File: src/rtl/scr_pkg.sv
package scr_pkg;

    localparam int SIZE_BITS = 32;
    localparam int HDR_BYTES = 6;

    typedef enum logic [1:0] {
        ST_IDLE,
        ST_LOAD,
        ST_HDR,
        ST_PAY
    } scr_state_e;

    // invert, then rotate left by one
    function automatic logic [7:0] scr_encode(input logic [7:0] raw);
        logic [7:0] inv;
        inv = ~raw;
        return {inv[6:0], inv[7]};
    endfunction

endpackage

File: src/rtl/scr_xform.sv
module scr_xform (
    input  logic [7:0] raw,
    output logic [7:0] coded
);
    import scr_pkg::*;

    always_comb coded = scr_encode(raw);

endmodule

File: src/rtl/scr_store.sv
module scr_store #(
    parameter int DEPTH = 64,
    parameter int AW    = 6
) (
    input  logic          clk,
    input  logic          wr_en,
    input  logic [AW-1:0] wr_addr,
    input  logic [7:0]    wr_data,
    input  logic [AW-1:0] rd_addr,
    output logic [7:0]    rd_data
);
    logic [7:0] mem [DEPTH];

    always_ff @(posedge clk) begin
        if (wr_en) mem[wr_addr] <= wr_data;
    end

    assign rd_data = mem[rd_addr];

endmodule

File: src/rtl/scr_order.sv
module scr_order #(
    parameter int AW = 6
) (
    input  logic          clk,
    input  logic          rst,
    input  logic          clear,
    input  logic          step,
    input  logic [AW-2:0] quarter,
    output logic [AW-1:0] rd_addr,
    output logic          at_end
);
    localparam int OW = AW - 2;

    logic [1:0]    seg;
    logic [OW-1:0] off;
    logic [AW-2:0] lim;
    logic          seg_done;

    assign lim      = quarter - 1'b1;
    assign seg_done = ({1'b0, off} == lim);
    assign rd_addr  = {off, seg};
    assign at_end   = seg_done && (seg == 2'd3);

    always_ff @(posedge clk) begin
        if (rst || clear) begin
            seg <= '0;
            off <= '0;
        end else if (step) begin
            if (seg_done) begin
                off <= '0;
                seg <= seg + 2'd1;
            end else begin
                off <= off + 1'b1;
            end
        end
    end

endmodule

File: src/rtl/fw_scrambler.sv
module fw_scrambler #(
    parameter int MAX_BYTES = 64
) (
    input  logic        clk,
    input  logic        rst,
    input  logic        start,
    input  logic [31:0] img_size,
    input  logic        in_valid,
    input  logic [7:0]  in_data,
    output logic        in_ready,
    output logic        out_valid,
    output logic [7:0]  out_data,
    output logic        out_last,
    input  logic        out_ready,
    output logic        size_err
);
    import scr_pkg::*;

    localparam int AW = $clog2(MAX_BYTES);

    scr_state_e  state;
    logic [31:0] size_q;
    logic [AW:0] wr_cnt;
    logic [2:0]  hdr_idx;
    logic [15:0] csum;
    logic        err_q;

    logic [7:0]    coded;
    logic [7:0]    rd_data;
    logic [AW-1:0] rd_addr;
    logic          at_end;
    logic          accept, fire, size_ok, go;

    assign size_ok = (img_size != '0) && (img_size[1:0] == 2'b00)
                   && (img_size <= MAX_BYTES);
    assign go      = (state == ST_IDLE) && start;
    assign accept  = in_valid && in_ready;
    assign fire    = out_valid && out_ready;

    assign in_ready  = (state == ST_LOAD);
    assign out_valid = (state == ST_HDR) || (state == ST_PAY);
    assign out_last  = (state == ST_PAY) && at_end;
    assign size_err  = err_q;

    scr_xform i_xform (.raw(in_data), .coded(coded));

    scr_store #(.DEPTH(MAX_BYTES), .AW(AW)) i_store (
        .clk     (clk),
        .wr_en   (accept),
        .wr_addr (wr_cnt[AW-1:0]),
        .wr_data (coded),
        .rd_addr (rd_addr),
        .rd_data (rd_data)
    );

    scr_order #(.AW(AW)) i_order (
        .clk     (clk),
        .rst     (rst),
        .clear   (go),
        .step    (fire && (state == ST_PAY)),
        .quarter (size_q[AW:2]),
        .rd_addr (rd_addr),
        .at_end  (at_end)
    );

    always_comb begin
        out_data = rd_data;
        if (state == ST_HDR) begin
            case (hdr_idx)
                3'd0:    out_data = size_q[31:24];
                3'd1:    out_data = size_q[23:16];
                3'd2:    out_data = size_q[15:8];
                3'd3:    out_data = size_q[7:0];
                3'd4:    out_data = csum[15:8];
                default: out_data = csum[7:0];
            endcase
        end
    end

    always_ff @(posedge clk) begin
        if (rst) begin
            state   <= ST_IDLE;
            size_q  <= '0;
            wr_cnt  <= '0;
            hdr_idx <= '0;
            csum    <= '0;
            err_q   <= 1'b0;
        end else begin
            case (state)
                ST_IDLE: begin
                    if (start) begin
                        err_q   <= !size_ok;
                        size_q  <= img_size;
                        wr_cnt  <= '0;
                        hdr_idx <= '0;
                        csum    <= '0;
                        if (size_ok) state <= ST_LOAD;
                    end
                end
                ST_LOAD: begin
                    if (accept) begin
                        csum   <= csum + {8'd0, coded};
                        wr_cnt <= wr_cnt + 1'b1;
                        if (wr_cnt == size_q[AW:0] - 1'b1) state <= ST_HDR;
                    end
                end
                ST_HDR: begin
                    if (fire) begin
                        hdr_idx <= hdr_idx + 3'd1;
                        if (hdr_idx == 3'(HDR_BYTES - 1)) state <= ST_PAY;
                    end
                end
                default: begin
                    if (fire && at_end) state <= ST_IDLE;
                end
            endcase
        end
    end

endmodule

File: config.mk
export PLATFORM = sky130hd
export DESIGN_NAME = fw_scrambler
export DESIGN_NICKNAME = d
export VERILOG_FILES = /design/src/rtl/scr_pkg.sv /design/src/rtl/scr_xform.sv /design/src/rtl/scr_store.sv /design/src/rtl/scr_order.sv /design/src/rtl/fw_scrambler.sv
export SDC_FILE = /design/constraint.sdc
export NUM_CORES = 1
export LEC_CHECK = 0
export ABC_AREA = 1
export CAP_MARGIN = 20
export CORE_MARGIN = 5
export CORE_UTILIZATION = 67
export CTS_BUF_LIST = sky130_fd_sc_hd__clkbuf_16
export DETAILED_ROUTE_END_ITERATION = 6
export PLACE_DENSITY_LB_ADDON = 0.1
export SYNTH_ARGS = -nofsm -noshare
export SYNTH_HDL_FRONTEND = slang
export SYNTH_SLANG_ARGS = --single-unit
File: constraint.sdc
create_clock -name clk -period 7.8 [get_ports clk]
set_clock_uncertainty 0.2 [all_clocks]
set_input_delay 1.95 -clock clk [delete_from_list [all_inputs] [get_ports clk]]
set_output_delay 1.95 -clock clk [all_outputs]
set_load 0.05 [all_outputs]
Yosys cells after proc, flatten, opt, wreduce, memory -nomap -nowiden
Memories as Yosys holds them, arrays and structs flattened.
Index checks and enable logic that the tools add are counted.
Widths: inputs -> output; s select.
{"block": "classes", "order_cmp": 1, "bitwise": 1, "reduce_logical": 24, "muxes": 22, "n_eq_ne": 17, "add_sub_neg": 7}
{"cell": "$pmux 8 s5", "n": 1}
{"cell": "$le 32x7->1 const B", "n": 1}
{"cell": "$mux 16", "n": 2}
{"cell": "$pmux 16 s2", "n": 1}
{"cell": "$reduce_bool 32->1", "n": 1}
{"cell": "$add 16x8->16", "n": 1}
{"cell": "$mux 2", "n": 7}
{"cell": "$mux 7", "n": 2}
{"cell": "$pmux 7 s2", "n": 1}
{"cell": "$logic_and 1x1->1", "n": 9}
{"cell": "$mux 8", "n": 1}
{"cell": "$not 8->8", "n": 1}
{"cell": "$add 7x1->7 const B", "n": 1}
{"cell": "$eq 7x7->1", "n": 1}
{"cell": "$reduce_and 7->1", "n": 1}
{"cell": "$sub 7x1->7 const B", "n": 1}
{"cell": "$eq 2x2->1 const B", "n": 3}
{"cell": "$eq 3x2->1 const B", "n": 2}
{"cell": "$eq 3x3->1 const B", "n": 2}
{"cell": "$mux 3", "n": 2}
{"cell": "$ne 2x1->1 const B", "n": 3}
{"cell": "$ne 2x2->1 const B", "n": 3}
{"cell": "$pmux 2 s3", "n": 1}
{"cell": "$pmux 3 s2", "n": 1}
{"cell": "other kinds (17)", "n": 23}
{"block": "totals", "out_inout_bits": 12, "n_memories": 1, "inputBits": 45, "reg_bits": 67, "wordCells": 81, "ramBits": 512}
{"name": "i_store.mem", "words": 64, "width": 8, "rd": 1, "rd_clocked_by_memory_dff": 0, "wr": 1, "line": "scr_store.sv:12", "text": "logic [7:0] mem [DEPTH];"}

Logic depth before layout (Yosys ltp)
{"block": "depth", "word_depth": 6, "depth_mapped": 15, "mapped_depth_nobuf": 15}

Hierarchy
A second synthesis with hierarchy kept.
{"block": "hier_totals", "cells_unflattened": 2444, "hier_area_um2": 25421.9}
{"mod": "scr_store", "cells_per_inst": 1797, "instances": 1, "seq_area_each_um2": 15374.7, "area_per_inst_um2": 21179.1}
{"mod": "fw_scrambler", "cells_per_inst": 562, "instances": 1, "seq_area_each_um2": 1221.2, "area_per_inst_um2": 3751.1}
{"mod": "scr_order", "cells_per_inst": 77, "instances": 1, "seq_area_each_um2": 120.1, "area_per_inst_um2": 461.7}
{"mod": "scr_xform", "cells_per_inst": 8, "instances": 1, "seq_area_each_um2": 0.0, "area_per_inst_um2": 30.0}

Worst setup path after synthesis
Ideal clock, no wire load.
{"block": "synth_path", "path_kind": "input to register", "start": "input port in_data[7]", "end": "register csum[12]", "path_slack_ps": 3344, "setup_ps": 131, "path_buffers": 0, "required_time_ps": 7469, "t_arrival_ps": 4125, "path_stages": 14, "path_cell_list": "inv_1 > ha_1 > inv_1 > fa_1 > inv_1 > nand4_1 > nand2_1 > nand2_1 > nand2_1 > nand2_1 > nor2_1 > nand2_1 > nand2_1 > nor2_1"}
{"block": "synth_via", "elab_chain_len": 4}
{"item": "from (decl)", "line": "fw_scrambler.sv:9", "text": "input logic [7:0] in_data,"}
{"item": "$not 8->8", "line": "scr_pkg.sv:16", "text": "inv = ~raw;"}
{"item": "$add 16x8->16", "line": "fw_scrambler.sv:102", "text": "csum <= csum + {8'd0, coded};"}
{"item": "$mux 16", "line": "fw_scrambler.sv:101", "text": "if (accept) begin"}
{"item": "$pmux 16 s2", "line": "fw_scrambler.sv:89", "text": "case (state)"}
{"item": "to (signal assigned)", "line": "fw_scrambler.sv:102"}
{"item": "to (decl)", "line": "fw_scrambler.sv:25", "text": "logic [15:0] csum;"}
Every way passes these cells. The select of a mux whose other input is x is not followed.
A chain may end at the register's enable or synchronous reset.

Worst setup path after layout
{"block": "layout_path", "start": "register i_order.seg[0]", "end": "output port out_data[0]"}
{"block": "layout_via", "elab_chain_len": 2}
{"item": "from (decl)", "line": "scr_order.sv:14", "text": "logic [1:0] seg;"}
{"item": "from (signal assigned)", "line": "scr_order.sv:31", "text": "seg <= seg + 2'd1;"}
{"item": "$mem_v2 64x8"}
{"item": "$mux 8", "line": "fw_scrambler.sv:68", "text": "if (state == ST_HDR) begin"}
{"item": "to (decl)", "line": "fw_scrambler.sv:12", "text": "output logic [7:0] out_data,"}
Every way passes these cells.

==> impl_metrics.yaml <==
floorplanning:
  die_x_um: 202.8
  start_util: 0.6788
  die_area_sq_um: 41140
  core_region_area_sq_um: 36700
  die_h_um: 202.8
  row_count: 70
  ios: 57
synth:
  muxShareOfSynthArea: 0
  ys.flop_type: "edfxtp_1"
  avgSynthCellArea_sq_um: 10.61
  synth_most_common_cell: "edfxtp_1"
  synth_seq_area_share: 0.6711
  synth-adder-area-share: 0.01286
  synth_fp_nets: 2418
  yosysTopAreaCellShare: 0.6172
  synth_top_family_by_area: "simple AND/OR/NAND/NOR gates"
  synth_async_sr_flop_share: 0
  yosys.area.top_type: "edfxtp_1"
  synthCells: 2348
  syn_area_sq_um: 24910
  synth-simple-area-share: 0.1661
  ys_ff_latch: 579
  ys_top_cells_by_count: "edfxtp_1 (512), nor2_1 (502), nand2_1 (392), o21ai_0 (249), inv_1 (124)"
  yosysUniqueCellTypes: 38
  synth_area_leaders: "edfxtp_1 (62%), nor2_1 (7.6%), nand2_1 (5.9%)"
  synth-compound-area-share: 0.1016
  yosys_warnings: 0
  synth_xor_area_frac: 0.002813
  synth-edff-count: 512
timing:
  setup_violations: 0
  rsz0062_at_grt: "false"
  maxSlewViolCount: 0
  slew_headroom: 0.1653
  finalHoldViolCount: 0
  fmax_mhz: 153.8
  period_needed_ns: 6.502
  setup_ws_ns: 1.298
  worst_pin_slew_ns: 1.252
  min_period_over_period: 0.8336
  setup-tns-final_ns: 0
detailed_routing:
  wirelength_met1_um: 24780
  vias: 17940
  dr.pass1.iters: 6
  dr_wl_met3_um: 7533
  viasPerCell: 6.221
  highest_layer: "met4"
  drt_iter0_drc: 2347
  ant_nets: 0
  drcViolationCount: 0
  routed_wirelength_um: 64620
  met2_length_um: 29870
  post_drt_wl_per_cell_um: 22.41
final_layout:
  fin_nets: 2438
  post-route-util: 0.7471
  fin_area_sq_um: 27420
  diodes: 0
  area_growth_pct: 10.07
  drive_gt1_frac: 0.05631
grt:
  grt_max_degree: 275
  antenna_found_initial: 0
  grt_pass1_vias: 17100
  grt_first_pass_wirelength_um: 98520
  grt_usage: 0.3116
  grt.overflow.total: 0
power_and_ir_drop:
  power.share.combinational: 0.080
  seq_power_share: 0.520
  ir_drop_mv: 0.2429
  power.static_leakage_nw: 9.699
  power_switching_mw: 1.558
  power.density_nw_per_um2: 241.2
  p_int_mw: 5.054
  totalPowerFinal_mw: 6.613
  switching_share: 0.2357
  power.share.clock: 0.399
setup_path:
  cp.required_ns: 5.65
  rr_endpoint: "i_store.mem[34][0]"
  startpoint_type: "flip-flop"
  path_class: "flip-flop to output pin"
  worstPathMaxFanout: 274
  r2r-start: "state[1]"
  reg2regPathDepth: 6
  cp.arrival_ns: 4.35
  worstSetupEndpointType: "output pin"
  r2r_slack_ns: 4.20
flow_run:
  max_cap_violations: 0
clocking:
  hold_buffers: 0
  cts_inserted_buffers: 56
  cts.clk_slew.worst_paths_ns: 0.06
  cts_resized: 0
  cts.sinks: 579
  clockBufferDepth: 3
  tritoncts: "yes"
  htreeDepth: 2
  post-cts-setup-buffer-count: 0
  clockRootBuffer: "clkbuf_16"
  clk_latency_ns: 0.62
place:
  portBuffers: 56
  postPlaceCellArea_sq_um: 25610
  hpwl_um: 38900
  gp_congestion: 0.9758
  dp_slack_ns: 2.186
hold_path:
  hold_path.class: "flip-flop to flip-flop"
  whs_path_depth: 2
  min_to: "size_q[11]"
  hp-start: "size_q[11]"
status:
  status: "finished clean"
[layout by cell type, fill, tap and decap left out, types with 39 or more instances in the layout]
master           Yosys  routed
nand2_1            392     392
clkdlybuf4s50_1      0      56
nor2_1             502     501
a21oi_1             49      49
o21ai_1             39      39
o21ai_0            249     249
edfxtp_1           512     512
o211ai_1            71      71
inv_1              124     126
nand3_1            104     104
dfxtp_1             67      65
clkbuf_16            0      57
[logic make-up (layout without fill, tap and decap cells)]
| family | count (synthesis) | after routing |
|---|---|---|
| DFF | 579 | 579 |
| buffers and inverters | 246 | 313 |
| adders and majority gates | 25 | 25 |
| xor gates and xnor gates | 8 | 8 |
| and+or+nand+nor | 1038 | 1038 |
| AOI/OAI and AO/OA | 452 | 452 |
[per-layer routing]
layer / GRT usage / vias up
met2: 0.4833 / 1058
met4: 0.1086 / 0
li1: - / 8153
met5: 0 / -
met1: 0.4451 / 8573
met3: 0.06788 / 151
[how the worst max path moves through the flow]
stage	startpoint	endpoint	slack [ns]	cells after the start
6_report	i_order.seg[0]	out_data[0]	1.30	12
5_1_grt	i_order.seg[0]	out_data[0]	1.19	12
4_1_cts	i_order.seg[0]	out_data[0]	1.49	12
3_5_place_dp	i_order.seg[0]	out_data[0]	2.19	12
3_3_place_gp	i_order.seg[0]	out_data[3]	2.19	12
2_1_floorplan	in_data[7]	csum[12]	3.34	14
[worst max-delay path: stages, from the launching register on]
cell             delay, ns
dfxtp_4               0.38
buf_12                0.71
nor2_1                0.12
nor2_1                0.12
o21ai_0               0.17
o211ai_1              0.17
nand3_1               0.22
nand2_1               0.15
nand2_1               0.06
nand2_1               0.12
nand3_1               0.19
nand2_1               0.18
clkdlybuf4s50_1       0.83
[per-stage QoR]
stage / hold slack, ns / instances
after floorplan: 0.2425 / 2348
after global placement: 0.2581 / 2777
after detailed placement: 0.2665 / 2777
after CTS: 0.2801 / 2882
after global routing: 0.2955 / 2883
final: 0.2795 / 2883
[sequential cells by signal, summed over array words and instances, names as in the netlist]
signal / flops
csum: 16
hdr_idx: 3
i_order.off: 4
i_order.seg: 2
i_store.mem: 512
size_err: 1
size_q: 32
state: 2
wr_cnt: 7
[cell type report]
cell class                 count  area (sq um)
timing repair buffer          77         763.2
inverter                     131         496.7
tap                          468         585.6
multi-input combinational   1523          7059
sequential                   579         16720
clock buffer                  57          1426
clock inverter                48         362.8
fill                        2427          9280
[power groups by stage]
stage          sequential [mW]  clock [mW]  combinational (mW)
3_5_place_dp              3.50           0               0.513
6_report                  3.44        2.64               0.532
3_3_place_gp              3.50           0               0.501
2_1_floorplan             3.50           0               0.336
4_1_cts                   3.44        2.66               0.517
5_1_grt                   3.44        2.80               0.583
No activity file was read; power rests on OpenSTA's default activity.
